File: config.mk
export PLATFORM = sky130hd
export DESIGN_NAME = dvf_rx_filter
export DESIGN_NICKNAME = d
export VERILOG_FILES = /design/src/rtl/dvf_pkg.sv /design/src/rtl/dvf_sof_detect.sv /design/src/rtl/dvf_enable_reg.sv /design/src/rtl/dvf_rx_filter.sv
export SDC_FILE = /design/constraint.sdc
export NUM_CORES = 1
export LEC_CHECK = 0
export CAP_MARGIN = 5
export CORE_UTILIZATION = 40
export CTS_CLUSTER_DIAMETER = 120
export DETAILED_ROUTE_END_ITERATION = 16
export GPL_TIMING_DRIVEN = 0
export PLACE_DENSITY_LB_ADDON = 0.05
export SLEW_MARGIN = 20
export SYNTH_ARGS = -nofsm -noshare
export SYNTH_HDL_FRONTEND = slang
export SYNTH_SLANG_ARGS = --single-unit
File: constraint.sdc
create_clock -name clk -period 6.4 [get_ports clk]
set_input_delay 1.28 -clock clk [delete_from_list [all_inputs] [get_ports clk]]
set_output_delay 1.28 -clock clk [all_outputs]
set_load 0.02 [all_outputs]
File: src/rtl/dvf_pkg.sv
`timescale 1ns/1ps
package dvf_pkg;
    localparam int EN_W     = 2;
    localparam int EN_STRIP = 0;
    localparam int EN_SYNC  = 1;
    localparam logic [1:0] FILL_BUFFER = 2'b01;
    localparam logic [7:0] SOF_BYTE0   = 8'h1F;
    localparam logic [3:0] SOF_NIBBLE  = 4'h7;

    // Per-packet stream state: quadlet index (saturating), forward decision, alignment
    typedef struct packed {
        logic [1:0] idx;
        logic       fwd;
        logic       synced;
    } pkt_state_t;
endpackage

File: src/rtl/dvf_sof_detect.sv
`timescale 1ns/1ps
module dvf_sof_detect
    import dvf_pkg::*;
(
    input  logic [15:0] hi_half,
    output logic        is_sof
);
    // First byte must match fully; only the low nibble of the second byte matters
    assign is_sof = (hi_half[15:8] == SOF_BYTE0) && (hi_half[3:0] == SOF_NIBBLE);
endmodule

File: src/rtl/dvf_enable_reg.sv
`timescale 1ns/1ps
module dvf_enable_reg
    import dvf_pkg::*;
#(
    parameter int DATA_W = 32
) (
    input  logic              clk,
    input  logic              rst_n,
    input  logic              wr,
    input  logic              addr,
    input  logic [EN_W-1:0]   wdata,
    input  logic              active,
    input  logic              run,
    output logic [EN_W-1:0]   en,
    output logic [DATA_W-1:0] rdata
);
    logic [EN_W-1:0] en_d, en_q;

    always_comb begin
        en_d = en_q;
        if (wr && !active && !run) begin
            en_d = addr ? (en_q & ~wdata) : (en_q | wdata);
        end
    end

    always_ff @(posedge clk or negedge rst_n) begin
        if (!rst_n) en_q <= '0;
        else        en_q <= en_d;
    end

    assign en = en_q;

    for (genvar g = 0; g < DATA_W; g++) begin : g_rd
        if (g < EN_W) begin : g_live
            assign rdata[g] = en_q[g];
        end else begin : g_rsvd
            assign rdata[g] = 1'b0;
        end
    end
endmodule

File: src/rtl/dvf_rx_filter.sv
`timescale 1ns/1ps
module dvf_rx_filter
    import dvf_pkg::*;
#(
    parameter int DATA_W = 32,
    parameter int CNT_W  = 16
) (
    input  logic              clk,
    input  logic              rst_n,
    input  logic              in_valid,
    input  logic              in_sop,
    input  logic [DATA_W-1:0] in_data,
    input  logic              hdr_mode,
    input  logic [1:0]        fill_mode,
    input  logic [CNT_W-1:0]  frame_len,
    input  logic              ctx_active,
    input  logic              ctx_run,
    input  logic              reg_wr,
    input  logic              reg_addr,
    input  logic [EN_W-1:0]   reg_wdata,
    output logic [DATA_W-1:0] reg_rdata,
    output logic              out_valid,
    output logic [DATA_W-1:0] out_data,
    output logic              branch_req
);
    localparam logic [CNT_W-1:0] CNT_ONE = CNT_W'(1);

    typedef struct packed {
        pkt_state_t        pkt;
        logic [CNT_W-1:0]  cnt;
        logic              ov;
        logic [DATA_W-1:0] od;
        logic              br;
    } regs_t;

    regs_t r_d, r_q;
    logic [EN_W-1:0] en;
    logic            sof;
    logic            strip_on, sync_on;
    logic [1:0]      idx;
    logic            fwd;
    logic [CNT_W-1:0] base, nxt;

    dvf_enable_reg #(.DATA_W(DATA_W)) u_en (
        .clk(clk), .rst_n(rst_n), .wr(reg_wr), .addr(reg_addr), .wdata(reg_wdata),
        .active(ctx_active), .run(ctx_run), .en(en), .rdata(reg_rdata)
    );

    dvf_sof_detect u_sof (
        .hi_half(in_data[DATA_W-1 -: 16]),
        .is_sof(sof)
    );

    assign strip_on = en[EN_STRIP] & ~hdr_mode;
    assign sync_on  = strip_on & en[EN_SYNC] & (fill_mode == FILL_BUFFER);

    always_comb begin
        r_d  = r_q;
        r_d.ov = 1'b0;
        r_d.br = 1'b0;
        idx  = in_sop ? 2'd0 : r_q.pkt.idx;
        fwd  = 1'b0;
        base = r_q.cnt;
        nxt  = '0;
        if (!sync_on) begin
            r_d.pkt.synced = 1'b0;
            r_d.cnt        = '0;
        end
        if (in_valid) begin
            r_d.pkt.idx = (idx == 2'd3) ? 2'd3 : idx + 2'd1;
            if (!strip_on) begin
                fwd = 1'b1;
            end else if (idx == 2'd2) begin
                fwd = !sync_on || r_q.pkt.synced || sof;
                r_d.pkt.fwd = fwd;
                if (sync_on && sof) begin
                    r_d.br         = r_q.pkt.synced && (r_q.cnt != '0);
                    r_d.pkt.synced = 1'b1;
                    base           = '0;
                end
            end else if (idx == 2'd3) begin
                fwd = r_q.pkt.fwd;
            end
            if (fwd) begin
                r_d.ov = 1'b1;
                r_d.od = in_data;
            end
            if (fwd && sync_on) begin
                nxt      = base + CNT_ONE;
                r_d.cnt  = (nxt == frame_len) ? '0 : nxt;
            end
        end
    end

    always_ff @(posedge clk or negedge rst_n) begin
        if (!rst_n) r_q <= '0;
        else        r_q <= r_d;
    end

    assign out_valid  = r_q.ov;
    assign out_data   = r_q.od;
    assign branch_req = r_q.br;
endmodule

* Word-level counts from Yosys, hierarchy flattened
Index checks and enable logic that the tools add are counted.
** Cells by class
- Add/sub/neg operators :: 2
- Eq/ne operators :: 6
- Muxes and demuxes :: 22
- Bitwise logic cells :: 7
- Reduce and logical (&&, ||, !) cells :: 14
** Operator list (number)
- 2-to-1 mux 16 bit :: 6
- 2-to-1 mux 51 bit :: 1
- 2-to-1 mux 33 bit :: 1
- 2-to-1 mux 17 bit :: 1
- adder 16 x 1 -> 16 bit (second input constant) :: 1
- equality test 16 bit :: 1
- nonzero test 16 bit :: 1
- 2-to-1 mux 1 bit :: 10
- equality test 8 x 5 -> 1 bit (second input constant) :: 1
- logical AND 1 bit :: 6
- 2-to-1 mux 2 bit :: 3
- equality test 2 bit (second input constant) :: 2
- equality test 4 x 3 -> 1 bit (second input constant) :: 1
- bitwise AND 1 bit :: 3
- zero test 1 bit :: 3
- AND reduction 3 bit :: 1
- adder 2 x 1 -> 2 bit (second input constant) :: 1
- bitwise AND 2 bit :: 1
- equality test 2 x 1 -> 1 bit (second input constant) :: 1
- logical OR 1 bit :: 2
- NOT 2 bit :: 1
- OR 2 bit :: 1
- AND reduction 2 bit :: 1
- NOT 1 bit :: 1
** Word-level totals
- Bits in registers :: 56
- Input port bits :: 61
- Output and inout port bits :: 66
- Word-level logic and storage cells :: 59

* Longest topological paths before layout
Gate-level depths: netlist of the first run.
- Depth in word-level cells :: 14
- Gate-level depth with buffers :: 17
- Mapped depth without buffers :: 14

* Cells and area by module
From an unflattened synthesis of the first run, not the netlist that was laid out.
** Unflattened totals
- Cells, all modules :: 452
- Area total of the unflattened synthesis :: 3809.9 um^2
** By module, submodules not included
- dvf_rx_filter :: times used 1, cells each 407, area each 3424.5 um^2, sequential area each 1351.3 um^2
- dvf_enable_reg :: times used 1, cells each 41, area each 346.6 um^2, sequential area each 50.0 um^2
- dvf_sof_detect :: times used 1, cells each 4, area each 38.8 um^2, sequential area each 0.0 um^2

* Worst setup path before layout of the first run
Ideal clock, no wire load.
- Kind :: in2reg
- Start point :: input port in_data[29]
- End point :: register r_q[40] (netlist name)
- Setup time :: 0.126 ns
- Arrival time :: 4.204 ns
- Required time :: 6.274 ns
- Setup slack :: 2.070 ns
- Cell stages on the path :: 14
- Buffers on the path :: 1
- Cells stage by stage :: or4b_4 nor3_4 nand2_2 and2_1 ha_1 and3_1 nand3_1 xnor2_1 a31o_1 nand3_1 nor4_2 a21oi_2 buf_6 a221o_1
** RTL lines
- start: declaration :: line dvf_rx_filter.sv:12 : input logic [DATA_W-1:0] in_data,
- end signal: assignment :: line dvf_rx_filter.sv:97 : else r_q <= r_d;
- end: declaration :: line dvf_rx_filter.sv:36 : regs_t r_d, r_q;

==> results.py, run 1 <==
metrics = {
    "worst_hold_path": {
        "hold_end": "out_data[6]$_DFFE_PN0P_",
        "hp-start": "out_data[6]$_DFFE_PN0P_",
        "holdPathStages": 2,
        "worstHoldPathType": "reg2reg",
    },
    "setup_path": {
        "ff2ff_setup_slack_ps": 2280,
        "worstPathArrival_ps": 5410,
        "crit_family": "simple AND/OR/NAND/NOR gates",
        "cp_max_fo": 10,
        "critPathCaptureType": "register",
        "cp.required_ps": 6630,
        "r2r_end": "r_q[43]$_DFF_PN0_",
        "critical_path_buf_inv_count": 3,
        "startpoint_type": "primary input",
        "reg2reg_from": "r_q[52]$_DFFE_PN0P_",
        "cpPeakStageDelay_ps": 560,
        "path_class": "in2reg",
        "cp.depth": 17,
        "crit_chain": "clkdlybuf4s50_1 -> or4b_4 -> nor3_4 -> nand2_2 -> and2_1 -> ha_1 -> nand3_1 -> nor4_2 -> nor2b_1 -> or3b_1 -> nand3_1 -> nor4_2 -> a21oi_2 -> buf_6 -> buf_6 -> nand2_1 -> a31oi_1",
        "crit_path_top_delay_cell": "or4b_4",
        "reg2reg_depth": 17,
    },
    "floorplanning": {
        "io_pins": 127,
        "initial_core_util": 0.420,
        "dieArea_um2": 9730,
        "fp.dieH_um": 98.6,
        "placementRows": 34,
        "core-area_um2": 8890,
        "fp.dieW_um": 98.6,
    },
    "yosys": {
        "synth-edff-count": 0,
        "yosys.area_share.simple": 0.304,
        "synth_top_family_by_area": "simple AND/OR/NAND/NOR gates",
        "synthMuxAreaShare": 0.00804,
        "synth-seq-cells": 56,
        "synth_warnings": 0,
        "synth-compound-area-share": 0.112,
        "synth_cell_types": 67,
        "synth_ff_type": "dfrtp_1",
        "synthAdderAreaFrac": 0.00335,
        "yosysSeqAreaShare": 0.375,
        "yosys.area_share.xor_xnor": 0.0375,
        "async_flop_share": 1.00,
        "synth_cells": 451,
        "synth_area_um2": 3730,
        "avgSynthCellArea_um2": 8.28,
    },
    "route": {
        "drt_iter0_markers": 128,
        "wirelength_mm": 9.45,
        "viasPerCell": 4.85,
        "drtAntennaViolNets": 0,
        "drcViolationCount": 0,
        "first_pass_iters": 4,
        "via_count": 3356,
        "wl_per_cell_um": 13.7,
    },
    "run_status": {
        "status": "finished, final reports clean",
    },
    "clock_network": {
        "cts.sinks": 56,
        "ctsHoldBuffers": 0,
        "clk_pin_slew_ps": 110,
        "clockBufferDepth": 2,
        "cts_made_buffers": 5,
        "clk_latency_ps": 310,
        "cts-root-buf": "clkbuf_8",
        "cts_resized": 0,
        "cts_tree": "built",
        "htreeDepth": 2,
        "cts_setup_buffers": 0,
    },
    "global_routing": {
        "grt_first_pass_wirelength_mm": 15.2,
        "antenna_found_initial": 0,
        "grt_pass1_vias": 3101,
        "overflow": 0,
        "track_usage": 0.197,
        "grt_max_degree": 39,
    },
    "job": {
        "max_cap_violations": 0,
    },
    "timing": {
        "final_hold_viol_count": 0,
        "setup_tns_ps": 0,
        "period_minus_slack_ps": 5190,
        "report.final.slew_viol_count": 0,
        "maxSlewHeadroom": 0.440,
        "setup_viol": 0,
        "rsz0062_at_grt": "no",
        "skew_ps": 7.66,
        "clock.fmax_mhz": 193,
        "period_share": 0.811,
        "layout_setup_ws_ps": 1210,
        "max_slew.worst_pin.slew_ps": 836,
    },
    "final_layout": {
        "final_nets": 645,
        "fillerInstances": 871,
        "multi_input_area_um2": 1850,
        "area_delta_synth_final_pct": 35.5,
        "antennaDiodeCount": 0,
        "regArea_um2": 1400,
        "drive_above_1_share": 0.168,
    },
    "power": {
        "p_leak_nw": 2.35,
        "peakVddDrop_v": 0.000103,
        "powerDensity_nw_per_um2": 197,
    },
    "placed_design": {
        "io_buffers": 95,
        "pre_cts_slack_ps": 946,
        "hpwl_mm": 7.33,
        "gp_congestion": 0.896,
    },
}
[cells in the final DEF (no fill, tap or decap), drive strengths merged, types with 7 or more instances in the layout]
cell           synthesis  layout
dfrtp                 56      56
nor4                  10      10
xnor2                 15      15
and2                   7       7
conb                   1      30
nand3                 14      14
o21ai                 13      13
nor2b                  7       7
nor2                  14      14
buf                   71      73
clkdlybuf4s50          0      94
a21oi                 17      17
nor3                   8       8
clkbuf                11      16
nand2                132     132
nand4                  8       8
[Yosys cell counts, drive strengths merged, types with 2 or more instances]
master / number / area [µm²]
mux2i: 3 / 30.0
nor4bb: 2 / 20.0
a41oi: 3 / 26.3
a22o: 2 / 17.5
nor2: 14 / 52.6
nand2b: 4 / 25.0
o21ai: 13 / 68.8
nand4: 8 / 71.3
o22ai: 2 / 12.5
inv: 5 / 18.8
and4: 3 / 26.3
nor2b: 7 / 43.8
nand3: 14 / 70.1
nor4: 10 / 87.6
nand2: 132 / 498
dfrtp: 56 / 1400
xnor2: 15 / 131
or4: 2 / 18.8
nor3: 8 / 51.3
and2: 7 / 46.3
clkbuf: 11 / 42.5
a21oi: 17 / 92.6
a31oi: 6 / 37.5
and3: 6 / 37.5
a211oi: 2 / 27.5
o2111ai: 2 / 17.5
o211ai: 2 / 20.0
buf: 71 / 528
[worst max path at each step]
| stage | startpoint | end | slack [ps] |
|---|---|---|---|
| final | in_data[29] | r_q[43]$_DFF_PN0_ | 1210 |
| after global routing | in_data[29] | r_q[39]$_DFF_PN0_ | 980 |
| after CTS | in_data[29] | r_q[43]$_DFF_PN0_ | 1270 |
| after detailed placement | in_data[29] | r_q[43]$_DFF_PN0_ | 950 |
| after global placement | in_data[29] | r_q[40]$_DFF_PN0_ | 950 |
| after floorplan | in_data[29] | r_q[40]$_DFF_PN0_ | 2070 |
[where the power goes]
part           switching [mW]  total, mW  internal, mW
registers              0.0224      0.417         0.395
clock network           0.124      0.243         0.119
logic                   0.159      0.338         0.179
[cell type report]
cell class | count | share of cell area
Clock inverter | 3 | 0.00914
Inverter | 6 | 0.00445
Buffer | 82 | 0.113
Multi-Input combinational cell | 336 | 0.365
Sequential cell | 56 | 0.277
Clock buffer | 5 | 0.0136
Tap cell | 108 | 0.0267
Timing Repair Buffer | 96 | 0.191
[stage by stage]
step | hold WS (ps) | util | power (mW) | std cells | cell area [µm²]
after global routing | 506 | 0.569 | 1.06 | 692 | 5060
after detailed placement | 463 | 0.556 | 0.765 | 684 | 4950
final | 484 | 0.569 | 0.998 | 692 | 5060
after global placement | 458 | 0.554 | 0.759 | 683 | 4930
after CTS | 490 | 0.569 | 1.01 | 692 | 5060
after floorplan | 447 | - | 0.617 | 480 | 3840
[flip-flops by register name (all words and copies together) (netlist names), named ones only]
name	count
r_q	20
branch_req	1
out_data	32
out_valid	1
[worst min-delay path, stage by stage (launching register included)]
cell and delay, ps:
dfrtp_1 360, nand2_1 50, nand2_1 50
[metal layers]
layer,global-route usage,routed length (µm)
met1,0.277,4610
met2,0.324,4330
met3,0.0298,433
met4,0.0367,77
met5,0,0
[logic make-up after synthesis]
group / Yosys count
flops: 56
other cells: 1
compound gates: 60
simple gates: 226
buf+inv: 88
fa+ha+maj: 1
xor+xnor: 16
mux: 3
Note: power is estimated with default switching activity, not from simulation.
==> run 2: changes to the inputs <==
Clock period 6.4 ns to 5 ns, I/O delays scaled along.
==> results.py, run 2 (synthesis gave the netlist of run 1 again) <==
metrics = {
    "placed_design": {
        "gp_congestion": 0.896,
        "pre_cts_slack_ps": -174,
        "io_buffers": 95,
        "place_area_um2": 4950,
        "hpwl_mm": 7.33,
    },
    "final_layout": {
        "final_nets": 645,
        "final_common_cell": "nand2_1",
        "area_delta_synth_final_pct": 35.6,
        "utilization": 0.570,
        "fin_area_um2": 5070,
        "antennaDiodeCount": 0,
        "fillerInstances": 872,
        "largest_reg_flops": 32,
        "layout_common_cells": "131 x nand2_1, 94 x clkdlybuf4s50_1, 66 x buf_4",
        "drive_above_1_share": 0.170,
    },
    "route": {
        "drcViolationCount": 0,
        "first_pass_iters": 4,
        "drt_iter0_markers": 131,
        "viasPerCell": 4.83,
        "drtAntennaViolNets": 0,
        "wl_per_cell_um": 13.6,
        "wirelength_mm": 9.41,
        "via_count": 3342,
    },
    "setup_path": {
        "reg2reg_depth": 16,
        "cp_max_fo": 10,
        "crit_path_top_delay_cell": "or4b_4",
        "cp.depth": 17,
        "worstPathArrival_ps": 5000,
        "crit_family": "simple AND/OR/NAND/NOR gates",
        "startpoint_type": "primary input",
        "crit_chain": "clkdlybuf4s50_1 -> or4b_4 -> nor3_4 -> nand2_2 -> and2_1 -> ha_1 -> nand3_1 -> nor4_2 -> nor2b_1 -> or3b_1 -> nand3_1 -> nor4_2 -> a21oi_2 -> buf_6 -> buf_6 -> nand2_1 -> a31oi_1",
        "critPathCaptureType": "register",
        "path_class": "in2reg",
        "cp.required_ps": 5230,
        "cpPeakStageDelay_ps": 560,
        "critical_path_buf_inv_count": 3,
    },
    "floorplanning": {
        "fp.dieW_um": 98.6,
        "fp.dieH_um": 98.6,
        "core-area_um2": 8890,
        "initial_core_util": 0.420,
        "dieArea_um2": 9730,
        "placementRows": 34,
        "io_pins": 127,
    },
    "timing": {
        "period_minus_slack_ps": 4770,
        "report.final.slew_viol_count": 0,
        "maxSlewHeadroom": 0.460,
        "final_hold_viol_count": 0,
        "rsz0062_at_grt": "no",
        "clock.fmax_mhz": 210,
        "setup_viol": 0,
        "fin_hold_ws_ps": 484,
        "layout_setup_ws_ps": 230,
        "period_share": 0.954,
        "skew_ps": 6.35,
        "max_slew.worst_pin.slew_ps": 807,
    },
    "clock_network": {
        "cts_tree": "built",
        "clk_latency_ps": 310,
        "cts.sinks": 56,
        "clockBufferDepth": 2,
        "cts_made_buffers": 5,
        "clk_pin_slew_ps": 110,
        "ctsHoldBuffers": 0,
        "htreeDepth": 2,
        "cts-root-buf": "clkbuf_8",
        "cts_resized": 0,
    },
    "global_routing": {
        "grt_pass1_vias": 3101,
        "grt_util_met2": 0.324,
        "grt_busiest_layer": "met2",
        "track_usage": 0.197,
        "overflow": 0,
        "grt_max_degree": 39,
        "grtUsageMet3": 0.0298,
        "use_met1": 0.277,
        "grt_first_pass_wirelength_mm": 15.2,
        "antenna_found_initial": 0,
    },
    "power": {
        "powerDensity_nw_per_um2": 252,
        "p_total_mw": 1.28,
        "p_leak_nw": 2.35,
        "peakVddDrop_v": 0.000130,
    },
    "worst_hold_path": {
        "worstHoldPathType": "reg2reg",
        "holdPathStages": 2,
    },
    "job": {
        "max_cap_violations": 0,
    },
    "run_status": {
        "status": "finished, final reports clean",
    },
}
## run 2: path summary, 6_finish.rpt
kind	start	slack (ps)	endpoint
worst max-delay path	in_data[29]	230	r_q[43]$_DFF_PN0_
max in group asynchronous	rst_n	3970	r_q[45]$_DFF_PN0_
worst min register to register	out_data[6]$_DFFE_PN0P_	480	out_data[6]$_DFFE_PN0P_
worst max register to register	r_q[52]$_DFFE_PN0P_	1010	r_q[43]$_DFF_PN0_
worst min-delay path	out_data[6]$_DFFE_PN0P_	480	out_data[6]$_DFFE_PN0P_
min in group asynchronous	rst_n	550	out_data[20]$_DFFE_PN0P_
## run 2: worst reg2reg max path: stages (launching register included)
cell,delay [ps]
dfrtp_1,420
nor3b_1,360
and3_1,400
nand2_2,210
and2_1,220
ha_1,240
nand3_1,310
nor4_2,120
nor2b_1,160
or3b_1,410
nand3_1,120
nor4_2,70
a21oi_2,270
buf_6,210
buf_6,150
nand2_1,60
a31oi_1,190
## run 2: stage by stage
stage / TNS, ps / cells
floorplan: 0 / 480
global placement: -1780 / 683
detailed placement: -1590 / 684
CTS: 0 / 692
global route: 0 / 692
finish: 0 / 692
## run 2: final cells by class
type / instances / area [µm²] / area share
clock buffers: 5 / 68.8 / 0.0136
inverters: 6 / 22.5 / 0.00445
flip-flops and latches: 56 / 1400 / 0.277
multi-input cells: 336 / 1850 / 0.365
clock inverters: 3 / 46.3 / 0.00914
well taps: 108 / 135 / 0.0267
repair buffers: 97 / 976 / 0.193
plain buffers: 81 / 567 / 0.112
## run 2: routing by layer
| layer | wire length, µm | vias to the layer above |
|---|---|---|
| met1 | 4570 | 1518 |
| met4 | 79 | 0 |
| li1 | - | 1711 |
| met3 | 450 | 6 |
| met5 | 0 | - |
| met2 | 4310 | 107 |
## run 2: where the power goes
part / total (mW) / switching (mW) / internal (mW)
Combinational: 0.433 / 0.203 / 0.229
Clock: 0.310 / 0.157 / 0.152
Sequential: 0.534 / 0.0287 / 0.505
## run 2: timing repair
item,CTS,global route
setup endpoints to repair,0,13
hold endpoints to repair,0,0
setup buffers,0,1
==> run 3: changes to the inputs <==
Clock period 5 ns to 4.55 ns, I/O delays scaled along.
==> results.py, run 3 (synthesis gave the netlist of run 1 again) <==
metrics = {
    "setup_path": {
        "path_class": "in2reg",
        "cp.required_ps": 4770,
        "worstPathArrival_ps": 4600,
        "cp_max_fo": 10,
        "critPathCaptureType": "register",
        "startpoint_type": "primary input",
    },
    "timing": {
        "skew_ps": 8.97,
        "final_hold_viol_count": 0,
        "setup_viol": 0,
        "clock.fmax_mhz": 229,
        "max_slew.worst_pin.slew_ps": 856,
        "maxSlewHeadroom": 0.427,
        "fin_hold_ws_ps": 458,
        "report.final.slew_viol_count": 0,
        "period_share": 0.961,
        "period_minus_slack_ps": 4370,
    },
    "placed_design": {
        "dpl.cell_count": 684,
        "hpwl_mm": 7.33,
        "place_area_um2": 4950,
        "gp_congestion": 0.896,
        "io_buffers": 95,
    },
    "global_routing": {
        "grt_pass1_vias": 3109,
        "grt_max_degree": 39,
        "overflow": 0,
        "antenna_found_initial": 0,
        "grt_first_pass_wirelength_mm": 15.3,
        "track_usage": 0.198,
    },
    "floorplanning": {
        "dieArea_um2": 9730,
        "core-area_um2": 8890,
        "fp.dieW_um": 98.6,
        "io_pins": 127,
        "fp.dieH_um": 98.6,
        "initial_core_util": 0.420,
        "placementRows": 34,
    },
    "power": {
        "peakVddDrop_v": 0.000138,
        "p_total_mw": 1.40,
        "p_leak_nw": 2.41,
        "powerDensity_nw_per_um2": 273,
    },
    "clock_network": {
        "cts_made_buffers": 5,
        "clk_pin_slew_ps": 110,
        "clk_latency_ps": 310,
        "cts-root-buf": "clkbuf_8",
        "ctsHoldBuffers": 0,
        "clockBufferDepth": 2,
        "cts_tree": "built",
        "cts.sinks": 56,
        "htreeDepth": 2,
    },
    "route": {
        "drt_iter0_markers": 162,
        "wl_per_cell_um": 13.9,
        "first_pass_iters": 5,
        "drcViolationCount": 0,
        "viasPerCell": 4.89,
        "drtAntennaViolNets": 0,
        "via_count": 3406,
        "wirelength_mm": 9.66,
    },
    "final_layout": {
        "antennaDiodeCount": 0,
        "fin_area_um2": 5150,
        "area_delta_synth_final_pct": 37.9,
        "utilization": 0.579,
        "final_common_cell": "nand2_1",
        "finalNonFillerCells": 697,
        "drive_above_1_share": 0.183,
        "largest_reg_flops": 32,
        "final_nets": 650,
        "layout_common_cells": "131 x nand2_1, 94 x clkdlybuf4s50_1, 70 x buf_4",
    },
    "worst_hold_path": {
        "worstHoldPathType": "in2async",
    },
    "run_status": {
        "status": "finished, final reports clean",
    },
    "job": {
        "max_cap_violations": 0,
    },
}
## run 3: cell count changes in the layout (fill, tap and decap cells not counted), sizes merged
cell  previous run  this run
buf             74        79
## run 3: final timing paths
path,start,end,slack (ps),cells after the start
hold reg to reg,out_data[6]$_DFFE_PN0P_,out_data[6]$_DFFE_PN0P_,480,2
max in group asynchronous,rst_n,r_q[45]$_DFF_PN0_,3610,2
setup / recovery,in_data[29],r_q[43]$_DFF_PN0_,180,18
min in group clk,out_data[6]$_DFFE_PN0P_,out_data[6]$_DFFE_PN0P_,480,2
hold / removal,rst_n,out_data[20]$_DFFE_PN0P_,460,1
setup reg to reg,register,r_q[43]$_DFF_PN0_,910,16
## run 3: area by class of cell
class	count	area, µm²
timing repair buffer	102	1010
fill	865	3740
inverter	6	22.5
tap	108	135
buffer	81	567
clock buffer	5	68.8
multi-input combinational	336	1900
clock inverter	3	46.3
sequential	56	1400
## run 3: routing by layer
layer / GRT usage / vias to the layer above / wire, µm
met5: 0 / - / 0
met4: 0.0379 / 0 / 64
met3: 0.0319 / 4 / 495
met2: 0.324 / 118 / 4460
met1: 0.278 / 1567 / 4640
li1: - / 1717 / -
## run 3: per-stage QoR
stage | worst slack (ps) | TNS, ps
6_report | 175 | 0
2_1_floorplan | 590 | 0
3_5_place_dp | -534 | -7020
3_3_place_gp | -533 | -7290
5_1_grt | -13.0 | -13.0
4_1_cts | 15.4 | 0
## run 3: what timing repair did
item / CTS / global route
pin swaps: 1 / 4
gates resized for setup: 1 / 7
gates cloned: 0 / 1
setup buffers: 1 / 4
setup endpoints to repair: 14 / 15
## run 3: power breakdown
part / internal [mW] / leakage [nW] / switching [mW] / total (mW)
Sequential: 0.555 / 0.711 / 0.0319 / 0.587
Combinational: 0.252 / 1.64 / 0.224 / 0.477
Clock: 0.167 / 0.0600 / 0.173 / 0.340
## run 3: worst max-delay path, stage by stage
cell and delay, ps:
clkdlybuf4s50_1 450, or4b_4 560, nor3_4 270, nand2_4 130, and2_1 200, ha_2 210, nand3_4 140, nor4_4 70
nor2b_1 150, or3b_1 410, nand3_1 130, nor4_2 60, buf_4 150, a21oi_4 200, buf_6 170, buf_6 140
nand2_1 50, a31oi_1 180
